--- src/rtl/xlat_cache_pkg.sv ---
`timescale 1ns/1ps
// Shared types for the translation cache.
package xlat_cache_pkg;
    // Attribute bits held per entry; the packed order fixes the port bit positions.
    typedef struct packed {
        logic rw;
        logic usr;
        logic cd;
        logic wt;
        logic dirty;
        logic glob;
    } xattr_t;

    localparam int ATTR_W = $bits(xattr_t);
endpackage

--- src/rtl/xlat_match.sv ---
`timescale 1ns/1ps
// Tag comparator for one entry.
// Compares the upper HI_W bits always, and the lower bits only when neither
// the entry is large nor the caller asks for a wide (region) compare.
// Assumes VPN_W > HI_W.
module xlat_match #(
    parameter int VPN_W = 20,
    parameter int HI_W  = 10
) (
    input  logic             ent_valid,
    input  logic             ent_large,
    input  logic             wide,
    input  logic [VPN_W-1:0] ent_tag,
    input  logic [VPN_W-1:0] probe,
    output logic             hit
);
    localparam int LO_W = VPN_W - HI_W;

    logic hi_eq;
    logic lo_eq;

    // Region compare on the upper bits, page compare on the lower bits.
    assign hi_eq = (ent_tag[VPN_W-1 -: HI_W] == probe[VPN_W-1 -: HI_W]);
    assign lo_eq = (ent_tag[LO_W-1:0] == probe[LO_W-1:0]);
    assign hit   = ent_valid & hi_eq & (ent_large | wide | lo_eq);
endmodule

--- src/rtl/xlat_victim.sv ---
`timescale 1ns/1ps
// Slot chooser for fills.
// Priority: lowest overlapping slot, then lowest invalid slot, then the
// round-robin pointer. The pointer moves only when a valid entry is evicted.
// Assumes fill_go is already qualified against invalidate and flush.
module xlat_victim #(
    parameter  int ENTRIES = 16,
    localparam int IDX_W   = (ENTRIES > 1) ? $clog2(ENTRIES) : 1
) (
    input  logic               clk,
    input  logic               rst_n,
    input  logic               fill_go,
    input  logic [ENTRIES-1:0] valid,
    input  logic [ENTRIES-1:0] overlap,
    output logic [IDX_W-1:0]   slot
);
    logic [IDX_W-1:0] rr_q;
    logic [IDX_W-1:0] ov_idx;
    logic [IDX_W-1:0] free_idx;
    logic             ov_any;
    logic             free_any;
    logic             evict;

    // Find the lowest overlapping slot and the lowest free slot.
    always_comb begin
        ov_idx   = '0;
        free_idx = '0;
        for (int i = ENTRIES - 1; i >= 0; i--) begin
            if (overlap[i]) ov_idx = IDX_W'(i);
            if (!valid[i])  free_idx = IDX_W'(i);
        end
    end

    assign ov_any   = |overlap;
    assign free_any = ~&valid;
    assign evict    = fill_go & ~ov_any & ~free_any;
    assign slot     = ov_any ? ov_idx : (free_any ? free_idx : rr_q);

    // Round-robin pointer: advance with wrap on each eviction.
    always_ff @(posedge clk) begin
        if (!rst_n) begin
            rr_q <= '0;
        end else if (evict) begin
            rr_q <= (rr_q == IDX_W'(ENTRIES - 1)) ? '0 : rr_q + 1'b1;
        end
    end
endmodule

--- src/rtl/xlat_cache.sv ---
`timescale 1ns/1ps
// Fully associative translation cache with global entries and two page sizes.
// Lookup is combinational; fill, flush and single-page invalidate act at the
// next clock edge, with flush/invalidate taking precedence over a fill.
// Assumes the filler never relies on a fill being accepted in a cycle with
// root_wr or inv_en asserted.
module xlat_cache #(
    parameter  int VPN_W   = 20,
    parameter  int LARGE_W = 10,
    parameter  int ENTRIES = 16,
    localparam int ATTR_W  = xlat_cache_pkg::ATTR_W
) (
    input  logic              clk,
    input  logic              rst_n,
    input  logic [VPN_W-1:0]  lk_vpn,
    output logic              lk_hit,
    output logic [VPN_W-1:0]  lk_pfn,
    output logic              lk_large,
    output logic [ATTR_W-1:0] lk_attr,
    input  logic              fill_en,
    input  logic [VPN_W-1:0]  fill_vpn,
    input  logic [VPN_W-1:0]  fill_pfn,
    input  logic              fill_large,
    input  logic [ATTR_W-1:0] fill_attr,
    input  logic              root_wr,
    input  logic              inv_en,
    input  logic [VPN_W-1:0]  inv_vpn
);
    import xlat_cache_pkg::*;

    localparam int IDX_W = (ENTRIES > 1) ? $clog2(ENTRIES) : 1;
    localparam int LOW_W = VPN_W - LARGE_W;

    logic [ENTRIES-1:0] valid_q;
    logic [ENTRIES-1:0] large_q;
    logic [VPN_W-1:0]   vtag_q [ENTRIES];
    logic [VPN_W-1:0]   ptag_q [ENTRIES];
    xattr_t             attr_q [ENTRIES];

    logic [ENTRIES-1:0] glob_vec;
    logic [ENTRIES-1:0] lk_vec;
    logic [ENTRIES-1:0] inv_vec;
    logic [ENTRIES-1:0] ov_vec;
    logic [ENTRIES-1:0] flush_mask;
    logic [ENTRIES-1:0] kill_mask;
    logic [ENTRIES-1:0] slot_oh;
    logic [IDX_W-1:0]   slot;
    logic               fill_go;

    logic [VPN_W-1:0]   sel_pfn;
    logic [ATTR_W-1:0]  sel_attr;
    logic               sel_large;

    // Per-entry comparators for lookup, invalidate and fill overlap.
    for (genvar g = 0; g < ENTRIES; g++) begin : g_ent
        assign glob_vec[g] = attr_q[g].glob;

        xlat_match #(.VPN_W(VPN_W), .HI_W(LARGE_W)) u_lk (
            .ent_valid(valid_q[g]), .ent_large(large_q[g]), .wide(1'b0),
            .ent_tag(vtag_q[g]), .probe(lk_vpn), .hit(lk_vec[g])
        );
        xlat_match #(.VPN_W(VPN_W), .HI_W(LARGE_W)) u_inv (
            .ent_valid(valid_q[g]), .ent_large(large_q[g]), .wide(1'b0),
            .ent_tag(vtag_q[g]), .probe(inv_vpn), .hit(inv_vec[g])
        );
        xlat_match #(.VPN_W(VPN_W), .HI_W(LARGE_W)) u_ov (
            .ent_valid(valid_q[g]), .ent_large(large_q[g]), .wide(fill_large),
            .ent_tag(vtag_q[g]), .probe(fill_vpn), .hit(ov_vec[g])
        );
    end

    assign fill_go = fill_en & ~inv_en & ~root_wr;

    xlat_victim #(.ENTRIES(ENTRIES)) u_victim (
        .clk(clk), .rst_n(rst_n), .fill_go(fill_go),
        .valid(valid_q), .overlap(ov_vec), .slot(slot)
    );

    // Select the matching entry's fields; overlap clearing keeps this one-hot.
    always_comb begin
        sel_pfn   = '0;
        sel_attr  = '0;
        sel_large = 1'b0;
        for (int i = 0; i < ENTRIES; i++) begin
            if (lk_vec[i]) begin
                sel_pfn   = sel_pfn | ptag_q[i];
                sel_attr  = sel_attr | attr_q[i];
                sel_large = sel_large | large_q[i];
            end
        end
    end

    assign lk_hit   = |lk_vec;
    assign lk_large = sel_large;
    assign lk_attr  = sel_attr;
    assign lk_pfn   = sel_large ? {sel_pfn[VPN_W-1 -: LARGE_W], lk_vpn[LOW_W-1:0]}
                                : sel_pfn;

    // Removal masks for the flush and invalidate paths.
    always_comb begin
        flush_mask = root_wr ? ~glob_vec : {ENTRIES{1'b0}};
        kill_mask  = inv_en ? inv_vec : {ENTRIES{1'b0}};
        slot_oh    = {{(ENTRIES-1){1'b0}}, 1'b1} << slot;
    end

    // Valid bits: removals win over fills; a fill clears overlapping entries.
    always_ff @(posedge clk) begin
        if (!rst_n) begin
            valid_q <= '0;
        end else if (root_wr || inv_en) begin
            valid_q <= valid_q & ~flush_mask & ~kill_mask;
        end else if (fill_go) begin
            valid_q <= (valid_q & ~ov_vec) | slot_oh;
        end
    end

    // Entry payload: written only by an accepted fill.
    always_ff @(posedge clk) begin
        if (fill_go) begin
            vtag_q[slot]  <= fill_vpn;
            ptag_q[slot]  <= fill_pfn;
            large_q[slot] <= fill_large;
            attr_q[slot]  <= xattr_t'(fill_attr);
        end
    end
endmodule

--- config.mk ---
export PLATFORM = sky130hd
export DESIGN_NAME = xlat_cache
export DESIGN_NICKNAME = d
export VERILOG_FILES = /design/src/rtl/xlat_cache_pkg.sv /design/src/rtl/xlat_match.sv /design/src/rtl/xlat_victim.sv /design/src/rtl/xlat_cache.sv
export SDC_FILE = /design/constraint.sdc
export NUM_CORES = 1
export LEC_CHECK = 0
export BUFFER_PORTS_ARGS = -buffer_cell sky130_fd_sc_hd__clkbuf_2
export CAP_MARGIN = 20
export CORE_MARGIN = 2
export CORE_UTILIZATION = 55
export CTS_BUF_LIST = sky130_fd_sc_hd__clkbuf_4
export DETAILED_ROUTE_END_ITERATION = 7
export PLACE_DENSITY = 0.83
export SLEW_MARGIN = 20
export SYNTH_ARGS = -nofsm -noshare
export SYNTH_HDL_FRONTEND = slang
export SYNTH_SLANG_ARGS = --single-unit
--- constraint.sdc ---
create_clock -name clk -period 7.3 [get_ports clk]
set_input_delay 0.73 -clock clk [delete_from_list [all_inputs] [get_ports clk]]
set_output_delay 0.73 -clock clk [all_outputs]
set_load 0.02 [all_outputs]
==> metrics <==
outcome complete, no violations; Layout Skew 0.0888 ns; r2r setup slk 2.51 ns; Crit Path Max Fanout 15; HP Class in -> reg; Crit Path Class reg -> out; DRT Wirelength 127000 um; Slew Limit Fails 0; Gate power share 6.8%; Die Y-Extent 268 um; NumNets Final 3140; core area 0.0687 mm^2; DRT Pass-1 Iters 5; Unique masters post-synth 69; worst reg2reg path startpoint vtag_q[1][18]; H-tree levels 4; Setup Viol. Count Final 0; CP cell instances xnor2_1 > nand4_1 > nor3_1 > o21a_1 > buf_4 > a22oi_1 > nand3_1 > nor2_1 > o21ai_0 > clkbuf_2; Pint 6.91 mW; initial drt markers 3492; layout cell share with drive strength beyond 1 16.4%; critical path required time 6.57 ns; VDD IR max 0.000207 V; Worst R2R End ptag_q[2][7]; P per Cell Area 216 mW/mm^2; commonest non-fill, non-tap cells in the layout 752 x edfxtp_1, 648 x xnor2_1, 313 x xor2_1; I/O Buffers 119; clock power share 40.3%; Post-synth EDFFs 752; leading cell type in the layout, fill and taps excluded edfxtp_1; total CTS buffers 194; register area share after synthesis 60.0%; Mean Syn Cell Area 13.6 um^2; Reg2Reg Depth 11; ys async rst share 0%; CP bufs+invs 2; post-route ant nets 0; Synth Warn # 0; Area Growth Syn to Fin 11.5%; Layout Cells excl Fill 4134; total power 9.21 mW; Period minus WS final 5.72 ns; crit-path max cell delay 0.99 ns; Synth Net Count 2913; CP Capture Type primary output; final hold viol count 0; Synth Flop Type edfxtp_1; # IOs 120; DRC viols 0; Crit path max-delay family simple AND/OR/NAND/NOR gates; initial antenna violation count 3; dpl hpwl 76300 um; RePlAce Congestion 0.997; Clock Pin Slew Worst Setup and Hold Paths 0.08 ns; largest net degree at the start of global routing 48; Placed Instances 3756; clk buf depth 3; NetSw 2.30 mW; first-pass GRT wire length 182000 um; Net Sw Frac 25.0%; Seq cells post-synth 772; Hold EP ptag_q[7][9]; Post-Syn Area 0.0383 mm^2; Global Route Usage Sum 35.6%; gr ovfl total 0; crit share post-route 78.3%; Slowest-stage cell, CP o21a_1; Worst-Skew Late Latency 1.10 ns; vias in the first global route 27.3k; Slew @ Worst Pin 1.22 ns; crit path launch type flip-flop; initial core utilization 55.7%; Root Buffer clkbuf_4; clk sink count 772; Worst Path Arrival 4.99 ns; hold wc startpoint fill_pfn[9]; Peak Freq 0.175 GHz; Site Rows 96; via count 27.2k; # resized after CTS 0; Die W 268 um; Slew HR 17.6%; drt via density 6.58; setup TNS 0 ns; filler cell count 5100; static leakage 13.4 nW; TritonCTS clock tree built; Max Cap Viol 0; WL/cell 30.7 um; WHS Path Cells 1; RSZ-0062 raised after global routing false; full die area 0.0717 mm^2; Syn Inst Count 2820; sequential share of power 52.9%
worst register-to-register path, cell delays in order, from the launching register on:
cell	delay, ns
edfxtp_1	0.45
xnor2_1	0.29
nand4_1	0.14
nor3_1	0.76
o31ai_1	0.29
and4b_4	0.31
nand3b_2	0.11
a21oi_1	0.06
a211o_1	0.46
or2_1	0.54
nor2_4	0.69
buf_4	0.39
cells in the mapped netlist (3+ instances only):
library cell	instances	area share (%)
o31ai_2	3	0.098
nand2b_1	6	0.098
and3_1	10	0.16
nand4_1	174	2.8
a21o_1	3	0.059
nor4_2	6	0.20
a221oi_1	72	1.6
buf_2	41	0.54
inv_1	7	0.069
nor2_1	66	0.65
edfxtp_1	752	59
a311oi_1	13	0.30
or2_2	5	0.082
dfxtp_1	20	1.0
o31ai_1	3	0.059
or3_1	12	0.20
nor4_1	91	1.5
clkbuf_1	106	1.0
xnor2_1	648	15
buf_6	13	0.38
nor3_2	3	0.078
a22o_1	72	1.6
o22ai_1	9	0.15
a21oi_1	10	0.13
o21ai_0	32	0.42
o211ai_1	8	0.16
o21a_1	16	0.31
buf_4	8	0.16
o41ai_1	4	0.092
o2111ai_1	7	0.16
xor2_1	313	7.2
a22oi_1	72	1.4
buf_1	9	0.088
a41oi_1	17	0.39
a31oi_1	3	0.049
nor3_1	33	0.43
or4_1	12	0.24
nand2_1	32	0.31
nand3_1	72	0.94
cell families (layout without fill, tap and decap cells):
| group | after synthesis | after routing | share of synthesized area, % |
|---|---|---|---|
| AND/OR/NAND/NOR | 537 | 537 | 8.05 |
| multiplexers | 2 | 2 | 0.0523 |
| buffers and inverters | 185 | 564 | 2.28 |
| other | 0 | 4 | 0 |
| flip-flops | 772 | 772 | 60.0 |
| AO/OA/AOI/OAI | 362 | 362 | 7.55 |
| adder cells (fa/ha/maj) | 1 | 1 | 0.0327 |
| XOR/XNOR | 961 | 961 | 22.0 |
flip-flops by register name, indices dropped and copies added, names as in the netlist:
register / flops
attr_q: 96
large_q: 16
ptag_q: 320
u_victim.rr_q: 4
valid_q: 16
vtag_q: 320
power groups by stage:
stage	logic, mW	clock network [mW]	registers, mW
final	0.625	3.71	4.88
after global placement	0.580	0	4.97
after floorplan	0.375	0	4.97
after detailed placement	0.592	0	4.97
after global routing	0.650	3.98	4.87
after CTS	0.607	3.73	4.88
final cells by class:
| cell class | count | area [um^2] | share of cell area (%) |
|---|---|---|---|
| Antenna cell | 4 | 10.0 | 0.0235 |
| Sequential cell | 772 | 23000 | 53.9 |
| Tap cell | 931 | 1160 | 2.73 |
| Timing Repair Buffer | 208 | 1400 | 3.29 |
| Inverter | 8 | 30.0 | 0.0704 |
| Clock buffer | 270 | 2030 | 4.75 |
| Multi-Input combinational cell | 1863 | 14600 | 34.2 |
| Clock inverter | 78 | 459 | 1.08 |
per-layer routing:
metal	track usage (%)	share of wire (%)	vias to the layer above	routed length, um
met2	54.8	45	2143	57700
met5	0	0.010	-	13
li1	-	-	11300	-
met3	7.72	12	482	14700
met1	44.8	36	13300	45400
met4	25.5	7.2	2	9180
worst max-delay path by stage:
stage                     cells past startpoint            from             to
after floorplan                              11     fill_vpn[5]  attr_q[11][0]
after global placement                       13     fill_vpn[3]   ptag_q[2][7]
after detailed placement                     13     fill_vpn[3]   ptag_q[2][7]
after CTS                                    10   vtag_q[4][12]      lk_pfn[2]
after global routing                         10  vtag_q[10][17]      lk_pfn[2]
final                                        10   vtag_q[9][11]      lk_pfn[4]
per-stage QoR:
stage	hold slack, ns	util [%]	instance area (um^2)	worst slack, ns
after floorplan	0.468	-	38300	0.511
after global placement	0.499	58.1	39900	1.62
after detailed placement	0.512	58.1	39900	1.56
after CTS	0.0168	62.1	42700	1.61
after global routing	0.0690	62.1	42700	1.53
final	0.112	62.1	42700	1.58
repair_timing:
item	CTS	global route
endpoints found under the setup margin	0	0
endpoints found under the hold margin	331	0
setup buffers	0	0
hold buffers	26	0
(Power assumes the default switching activity.)
